--- src/rtl/lbs_pkg.sv ---
package lbs_pkg;

  typedef enum logic [2:0] {
    ST_IDLE,
    ST_SETTLE,
    ST_LOCKWAIT,
    ST_SYNC,
    ST_UP
  } seq_state_t;

  // control -> datapath strobes
  typedef struct packed {
    logic clrTick;
    logic sendEn;
    logic inUp;
  } seq_cmd_t;

  // datapath -> control events
  typedef struct packed {
    logic relPulse;
    logic settleHit;
    logic limitHit;
    logic burstLast;
    logic periodHit;
  } seq_stat_t;

  localparam int SET_LEN = 4;

  // {isK, byte} for position idx of the idle ordered set
  function automatic logic [8:0] idle_char(input logic [1:0] idx);
    case (idx)
      2'd0:    idle_char = {1'b1, 8'hBC};   // K28.5 comma
      2'd1:    idle_char = {1'b0, 8'h95};   // D21.4
      default: idle_char = {1'b0, 8'hB5};   // D21.5
    endcase
  endfunction

endpackage

--- src/rtl/lbs_dpath.sv ---
module lbs_dpath
  import lbs_pkg::*;
#(
  parameter int SETTLE_TICKS = 3000,
  parameter int SYNC_REPEATS = 3,
  parameter int LIMIT_W      = 16,
  parameter int PERIOD_W     = 16
) (
  input  logic                clk,
  input  logic                rstN,
  input  logic                cfgWrEn,
  input  logic                cfgWrData,
  input  logic                usTick,
  input  logic [LIMIT_W-1:0]  lockLimit,
  input  logic [PERIOD_W-1:0] syncPeriod,
  input  seq_cmd_t            cmd,
  output seq_stat_t           stat,
  output logic                softRst,
  output logic                txInject,
  output logic                txIsK,
  output logic [7:0]          txByte
);

  localparam int SETTLE_W   = $clog2(SETTLE_TICKS + 1);
  localparam int CNT_W      = (LIMIT_W > SETTLE_W) ? LIMIT_W : SETTLE_W;
  localparam int BURST_LEN  = SET_LEN * SYNC_REPEATS;
  localparam int BURST_W    = (BURST_LEN > 4) ? $clog2(BURST_LEN) : 2;
  localparam logic [CNT_W-1:0]   SETTLE_LAST = CNT_W'(SETTLE_TICKS - 1);
  localparam logic [BURST_W-1:0] BURST_LAST  = BURST_W'(BURST_LEN - 1);

  // soft-reset pairing filter
  logic prevValid, prevVal, softRstQ;

  always_ff @(posedge clk or negedge rstN) begin
    if (!rstN) begin
      prevValid <= 1'b0;
      prevVal   <= 1'b0;
      softRstQ  <= 1'b0;
    end else if (cfgWrEn) begin
      prevValid <= 1'b1;
      prevVal   <= cfgWrData;
      if (prevValid && (prevVal == cfgWrData)) softRstQ <= cfgWrData;
    end
  end

  assign softRst = softRstQ;

  // microsecond tick counter, shared by settle and timeout windows
  logic [CNT_W-1:0] tickCnt;
  logic [CNT_W-1:0] limitLast;

  always_ff @(posedge clk or negedge rstN) begin
    if (!rstN)            tickCnt <= '0;
    else if (cmd.clrTick) tickCnt <= '0;
    else if (usTick)      tickCnt <= tickCnt + 1'b1;
  end

  assign limitLast = CNT_W'(lockLimit) - 1'b1;

  // burst position counter
  logic [BURST_W-1:0] burstCnt;

  always_ff @(posedge clk or negedge rstN) begin
    if (!rstN)            burstCnt <= '0;
    else if (!cmd.sendEn) burstCnt <= '0;
    else                  burstCnt <= burstCnt + 1'b1;
  end

  // link-up period counter
  logic [PERIOD_W-1:0] periodCnt;

  always_ff @(posedge clk or negedge rstN) begin
    if (!rstN)          periodCnt <= '0;
    else if (!cmd.inUp) periodCnt <= '0;
    else                periodCnt <= periodCnt + 1'b1;
  end

  always_comb begin
    stat.relPulse  = cfgWrEn && !cfgWrData && prevValid && !prevVal && softRstQ;
    stat.settleHit = usTick && (tickCnt == SETTLE_LAST);
    stat.limitHit  = usTick && (tickCnt == limitLast);
    stat.burstLast = cmd.sendEn && (burstCnt == BURST_LAST);
    stat.periodHit = cmd.inUp && (periodCnt == (syncPeriod - 1'b1));
  end

  // transmit byte stream
  logic [8:0] charSel;

  assign charSel  = idle_char(burstCnt[1:0]);
  assign txInject = cmd.sendEn;
  assign txIsK    = cmd.sendEn & charSel[8];
  assign txByte   = cmd.sendEn ? charSel[7:0] : 8'h00;

  p_rise_pair_r1: assert property (@(posedge clk) disable iff (!rstN)
    $rose(softRstQ) |-> $past(cfgWrEn) && $past(cfgWrData));

  p_fall_pair_r2: assert property (@(posedge clk) disable iff (!rstN)
    $fell(softRstQ) |-> $past(cfgWrEn) && !$past(cfgWrData));

  p_k_comma_r6: assert property (@(posedge clk) disable iff (!rstN)
    txIsK |-> (txByte == 8'hBC) && txInject);

endmodule

--- src/rtl/lbs_ctrl.sv ---
module lbs_ctrl
  import lbs_pkg::*;
#(
  parameter int NUM_CH = 4
) (
  input  logic              clk,
  input  logic              rstN,
  input  logic              codingEn,
  input  logic [NUM_CH-1:0] chanEn,
  input  logic [NUM_CH-1:0] lockIn,
  input  logic              softRst,
  input  seq_stat_t         stat,
  output seq_cmd_t          cmd,
  output logic              linkDone,
  output logic              linkErr
);

  seq_state_t state, nxtState;
  logic       doneQ, errQ;
  logic       allLocked;

  assign allLocked = &(lockIn | ~chanEn);

  always_comb begin
    nxtState = state;
    case (state)
      ST_IDLE:     if (stat.relPulse) nxtState = ST_SETTLE;
      ST_SETTLE:   if (stat.settleHit) nxtState = ST_LOCKWAIT;
      ST_LOCKWAIT: begin
        if (allLocked)          nxtState = codingEn ? ST_SYNC : ST_UP;
        else if (stat.limitHit) nxtState = ST_IDLE;
      end
      ST_SYNC:     if (stat.burstLast) nxtState = ST_UP;
      ST_UP:       if (stat.periodHit) nxtState = ST_SYNC;
      default:     nxtState = ST_IDLE;
    endcase
    if (state != ST_IDLE && softRst) nxtState = ST_IDLE;
  end

  always_comb begin
    cmd.clrTick = !(state == ST_SETTLE || state == ST_LOCKWAIT)
                  || (state == ST_SETTLE && stat.settleHit);
    cmd.sendEn  = (state == ST_SYNC);
    cmd.inUp    = (state == ST_UP);
  end

  always_ff @(posedge clk or negedge rstN) begin
    if (!rstN) begin
      state <= ST_IDLE;
      doneQ <= 1'b0;
      errQ  <= 1'b0;
    end else begin
      state <= nxtState;
      if (nxtState == ST_UP)        doneQ <= 1'b1;
      else if (nxtState != ST_SYNC) doneQ <= 1'b0;
      if (state == ST_IDLE && stat.relPulse)
        errQ <= 1'b0;
      else if (state == ST_LOCKWAIT && !allLocked && stat.limitHit && !softRst)
        errQ <= 1'b1;
    end
  end

  assign linkDone = doneQ;
  assign linkErr  = errQ;

  p_settle_first_r3: assert property (@(posedge clk) disable iff (!rstN)
    (state == ST_LOCKWAIT && $past(state) != ST_LOCKWAIT) |-> $past(stat.settleHit));

  p_err_src_r5: assert property (@(posedge clk) disable iff (!rstN)
    $rose(errQ) |-> $past(state) == ST_LOCKWAIT);

  p_burst_exit_r6: assert property (@(posedge clk) disable iff (!rstN)
    ($past(state) == ST_SYNC && state == ST_UP) |-> $past(stat.burstLast));

  p_done_clean_r7: assert property (@(posedge clk) disable iff (!rstN)
    doneQ |-> !errQ);

  p_abort_r9: assert property (@(posedge clk) disable iff (!rstN)
    (softRst && state != ST_IDLE) |=> (state == ST_IDLE) && !doneQ);

endmodule

--- src/rtl/link_bringup_seq.sv ---
module link_bringup_seq
  import lbs_pkg::*;
#(
  parameter int NUM_CH       = 4,
  parameter int SETTLE_TICKS = 3000,
  parameter int SYNC_REPEATS = 3,
  parameter int LIMIT_W      = 16,
  parameter int PERIOD_W     = 16
) (
  input  logic                clk,
  input  logic                rstN,
  input  logic                cfgWrEn,
  input  logic                cfgWrData,
  input  logic                codingEn,
  input  logic [NUM_CH-1:0]   chanEn,
  input  logic [NUM_CH-1:0]   lockIn,
  input  logic                usTick,
  input  logic [LIMIT_W-1:0]  lockLimit,
  input  logic [PERIOD_W-1:0] syncPeriod,
  output logic                softRst,
  output logic                txInject,
  output logic                txIsK,
  output logic [7:0]          txByte,
  output logic                linkDone,
  output logic                linkErr
);

  seq_cmd_t  cmd;
  seq_stat_t stat;

  lbs_dpath #(
    .SETTLE_TICKS(SETTLE_TICKS),
    .SYNC_REPEATS(SYNC_REPEATS),
    .LIMIT_W(LIMIT_W),
    .PERIOD_W(PERIOD_W)
  ) uDpath (
    .clk(clk), .rstN(rstN),
    .cfgWrEn(cfgWrEn), .cfgWrData(cfgWrData),
    .usTick(usTick), .lockLimit(lockLimit), .syncPeriod(syncPeriod),
    .cmd(cmd), .stat(stat),
    .softRst(softRst), .txInject(txInject), .txIsK(txIsK), .txByte(txByte)
  );

  lbs_ctrl #(.NUM_CH(NUM_CH)) uCtrl (
    .clk(clk), .rstN(rstN),
    .codingEn(codingEn), .chanEn(chanEn), .lockIn(lockIn),
    .softRst(softRst), .stat(stat), .cmd(cmd),
    .linkDone(linkDone), .linkErr(linkErr)
  );

endmodule

--- config.mk ---
export PLATFORM = sky130hd
export DESIGN_NAME = link_bringup_seq
export DESIGN_NICKNAME = d
export VERILOG_FILES = /design/src/rtl/lbs_pkg.sv /design/src/rtl/lbs_dpath.sv /design/src/rtl/lbs_ctrl.sv /design/src/rtl/link_bringup_seq.sv
export SDC_FILE = /design/constraint.sdc
export NUM_CORES = 1
export LEC_CHECK = 0
export ABC_AREA = 0
export CAP_MARGIN = 5
export CORE_MARGIN = 5
export CORE_UTILIZATION = 35
export CTS_BUF_LIST = sky130_fd_sc_hd__clkbuf_8
export DETAILED_ROUTE_END_ITERATION = 8
export HOLD_SLACK_MARGIN = 0.02
export SLEW_MARGIN = 20
export SYNTH_ARGS = -nofsm -noshare
export SYNTH_HDL_FRONTEND = slang
export SYNTH_SLANG_ARGS = --single-unit
--- constraint.sdc ---
create_clock -name clk -period 6.9 [get_ports clk]
set_clock_uncertainty 0.05 [all_clocks]
set_input_delay 1.725 -clock clk [delete_from_list [all_inputs] [get_ports clk]]
set_output_delay 1.725 -clock clk [all_outputs]
set_load 0.05 [all_outputs]
==> metrics.yaml <==
outcome:
  status: "finished clean"
worst_setup_path:
  slowest_stage: "nor3b_2"
  crit_chain: "clkdlybuf4s50_1, inv_1, ha_1, nor3b_2, nor4b_4, xnor2_1, nor4_2, nand4_1, o31a_1, a31oi_1"
  cp_max_fo: 10
  cp-start-kind: "input pin"
  crit_required_ps: 7080
  crit_arrival_ps: 4370
  end_kind: "register"
  critPathKind: "in2reg"
  cp.buffers_inverters: 2
  critical-path-top-delay-family: "simple AND/OR/NAND/NOR gates"
  max_stage_delay_ps: 520
clock_tree:
  cts_buffers: 5
  holdBufCountCts: 0
  clk_latency_ps: 300
  postCtsSetupBuffers: 0
  cts_max_level: 2
  cts_tree: "built"
  clock_path_buffers: 2
  cts_resized: 0
  cts_num_sinks: 44
  cts.clk_slew.worst_paths_ps: 90
  clockRootBuffer: "clkbuf_8"
detailed_routing:
  drtAntennaViolNets: 0
  wire_per_inst_um: 14.05
  vias: 2988
  firstDrtPassIters: 4
  drcViolationCount: 0
  drt_iter0_markers: 172
  vias_per_cell: 5.188
  routed_wl_um: 8095
yosys:
  syn_area_per_cell_um2: 8.528
  synth_cells: 402
  ys.flop_type: "dfrtp_1"
  synth_area_um2: 3428
  yosysSeqAreaShare_pct: 32.12
  synth_edf_count: 0
  async_flop_share_pct: 100.0
  ys_types: 67
  yosys_warnings: 0
  ys_ff_latch: 44
power_and_ir_drop:
  ir_worst_vdd_mv: 0.08094
  p_clk_share_pct: 33.0
  comb_power_share_pct: 22.6
  p_leak_uw: 0.001639
  powerDensity_nw_per_um2: 149.5
  sw_frac_of_total_pct: 29.96
  seq_power_share_pct: 44.4
  p_int_uw: 433.6
  p_sw_uw: 185.4
die:
  initial_core_util_pct: 35.40
  fp.dieArea_um2: 11870
  fp.dieW_um: 109.0
  placementRows: 36
  die_y_um: 109.0
  core_area_um2: 9684
  ios: 59
timing:
  relSlewSlack_pct: 59.95
  finalSetupViolations: 0
  finalCritPeriodShare_pct: 60.76
  min_period_ps: 4192
  rsz0062_at_grt: "no"
  drv_slew: 0
  holdWs_ps: 451.4
  hold_violations: 0
  fin_tns_setup_ps: 0
  worst_slew_pin_slew_ps: 598.2
  clock.fmax_ghz: 0.2385
grt:
  grt_pass1_vias: 2905
  grt_usage_pct: 13.78
  grt_overflow_total: 0
  grt_pass1_wl_um: 13450
  grt_max_degree: 45
  antenna_found_initial: 0
final_layout:
  n_antenna_cell: 0
  area_growth_pct: 20.80
  nFillCells: 963
  layout-drive-gt1-share_pct: 5.418
  nNetsFinal: 496
job:
  drv_cap: 0
placed_design:
  gp_congestion: 0.8626
  io_buffers: 56
  hpwl_um: 6320
hold_path:
  hp-class: "reg2reg"
## logic make-up (layout without fill, tap and decap cells)
kind of cell | after synthesis | after routing | share of synthesized area (%)
simple gates | 178 | 178 | 28.91
xor+xnor | 67 | 67 | 17.12
compound gates | 55 | 55 | 11.17
flops | 44 | 44 | 32.12
buf+inv | 43 | 83 | 5.876
fa+ha+maj | 8 | 8 | 2.920
mux | 6 | 6 | 1.788
other cells | 1 | 2 | 0.1094
## worst reg2reg max path: cells and delay by family, from the launching register on
family	cells	cell delay [ps]
flops	1	520
compound gates	3	790
simple gates	4	1530
## registers in the layout, summed over array words and instances, names as in the netlist, 3 cells and up
signal            cells
uDpath.tickCnt       16
uDpath.burstCnt       4
uCtrl.state           3
uDpath.periodCnt     16
## synthesized netlist by cell type (3+ instances only)
cell	instances	area share [%]
a21oi_1	7	1.0
a31oi_1	12	2.2
and2_1	3	0.55
and3_1	17	3.1
and4_1	3	0.77
buf_4	8	1.8
clkbuf_1	12	1.3
dfrtp_1	44	32
ha_1	8	2.9
inv_1	19	2.1
mux2i_1	5	1.5
nand2_1	21	2.3
nand2b_1	3	0.55
nand3_1	17	2.5
nand4_1	15	2.7
nor2_1	50	5.5
nor2b_1	3	0.55
nor3_1	12	1.8
nor3b_1	3	0.66
nor4_1	7	1.3
o21a_1	4	0.88
o21ai_0	10	1.5
or4_1	3	0.66
xnor2_1	33	8.4
xor2_1	34	8.7
## per-stage QoR
step                setup slack (ps)  total power (µW)  utilization [%]  cells  instance area (µm²)
global route                    2501             652.9            42.76    576                 4141
floorplan                       3201             365.2                -    403                 3432
detailed placement              2380             420.5            41.55    568                 4024
finish                          2708             619.0            42.76    576                 4141
CTS                             2692             627.1            42.74    576                 4139
global placement                2519             417.4            41.55    568                 4024
## power groups by stage
stage                     sequential (µW)  combinational (µW)  clock, µW
after detailed placement              280                 140          0
after global placement                280                 137          0
after CTS                             275                 141        211
final                                 275                 140        204
after global routing                  277                 155        221
after floorplan                       277                88.0          0
## area by class of cell
type	instances	area [µm²]	share of cell area [%]
multi-input cells	316	2130	51.42
flip-flops and latches	44	1101	26.59
repair buffers	56	558.0	13.47
well taps	133	166.4	4.018
inverters	19	71.32	1.722
clock buffers	5	68.82	1.662
clock inverters	3	46.29	1.118
## metal layers
layer	vias to the layer above	global-route usage, %	wire, µm
li1	1489	-	-
met1	1437	18.43	3720
met2	60	23.64	3985
met3	2	2.013	365
met4	0	2.885	24
met5	-	0	0
## layout by cell type, fill, tap and decap left out, drive strengths merged, types with 12 or more instances in the layout
cell type,netlist,layout
xor2,34,34
a31oi,12,12
nor2,50,50
inv,19,20
nand2,22,22
clkdlybuf4s50,0,55
nand4,15,15
xnor2,33,33
dfrtp,44,44
and3,17,17
nand3,17,17
nor3,14,14
## worst paths after layout
check | end | startpoint | cells past startpoint | slack (ps)
setup / recovery | uCtrl.state[0]$_DFF_PN0_ | syncPeriod[0] | 10 | 2710
hold / removal | uDpath.prevValid$_DFFE_PN0P_ | uDpath.prevValid$_DFFE_PN0P_ | 1 | 450
setup reg to reg | uDpath.tickCnt[11]$_DFFE_PN0P_ | uDpath.tickCnt[13]$_DFFE_PN0P_ | 7 | 3940
hold reg to reg | uDpath.prevValid$_DFFE_PN0P_ | uDpath.prevValid$_DFFE_PN0P_ | 1 | 450
max in group asynchronous | uDpath.tickCnt[9]$_DFFE_PN0P_ | rstN | 1 | 5040
min in group asynchronous | uDpath.periodCnt[7]$_DFF_PN0_ | rstN | 1 | 1360
Note: power is estimated with default switching activity, not from simulation.
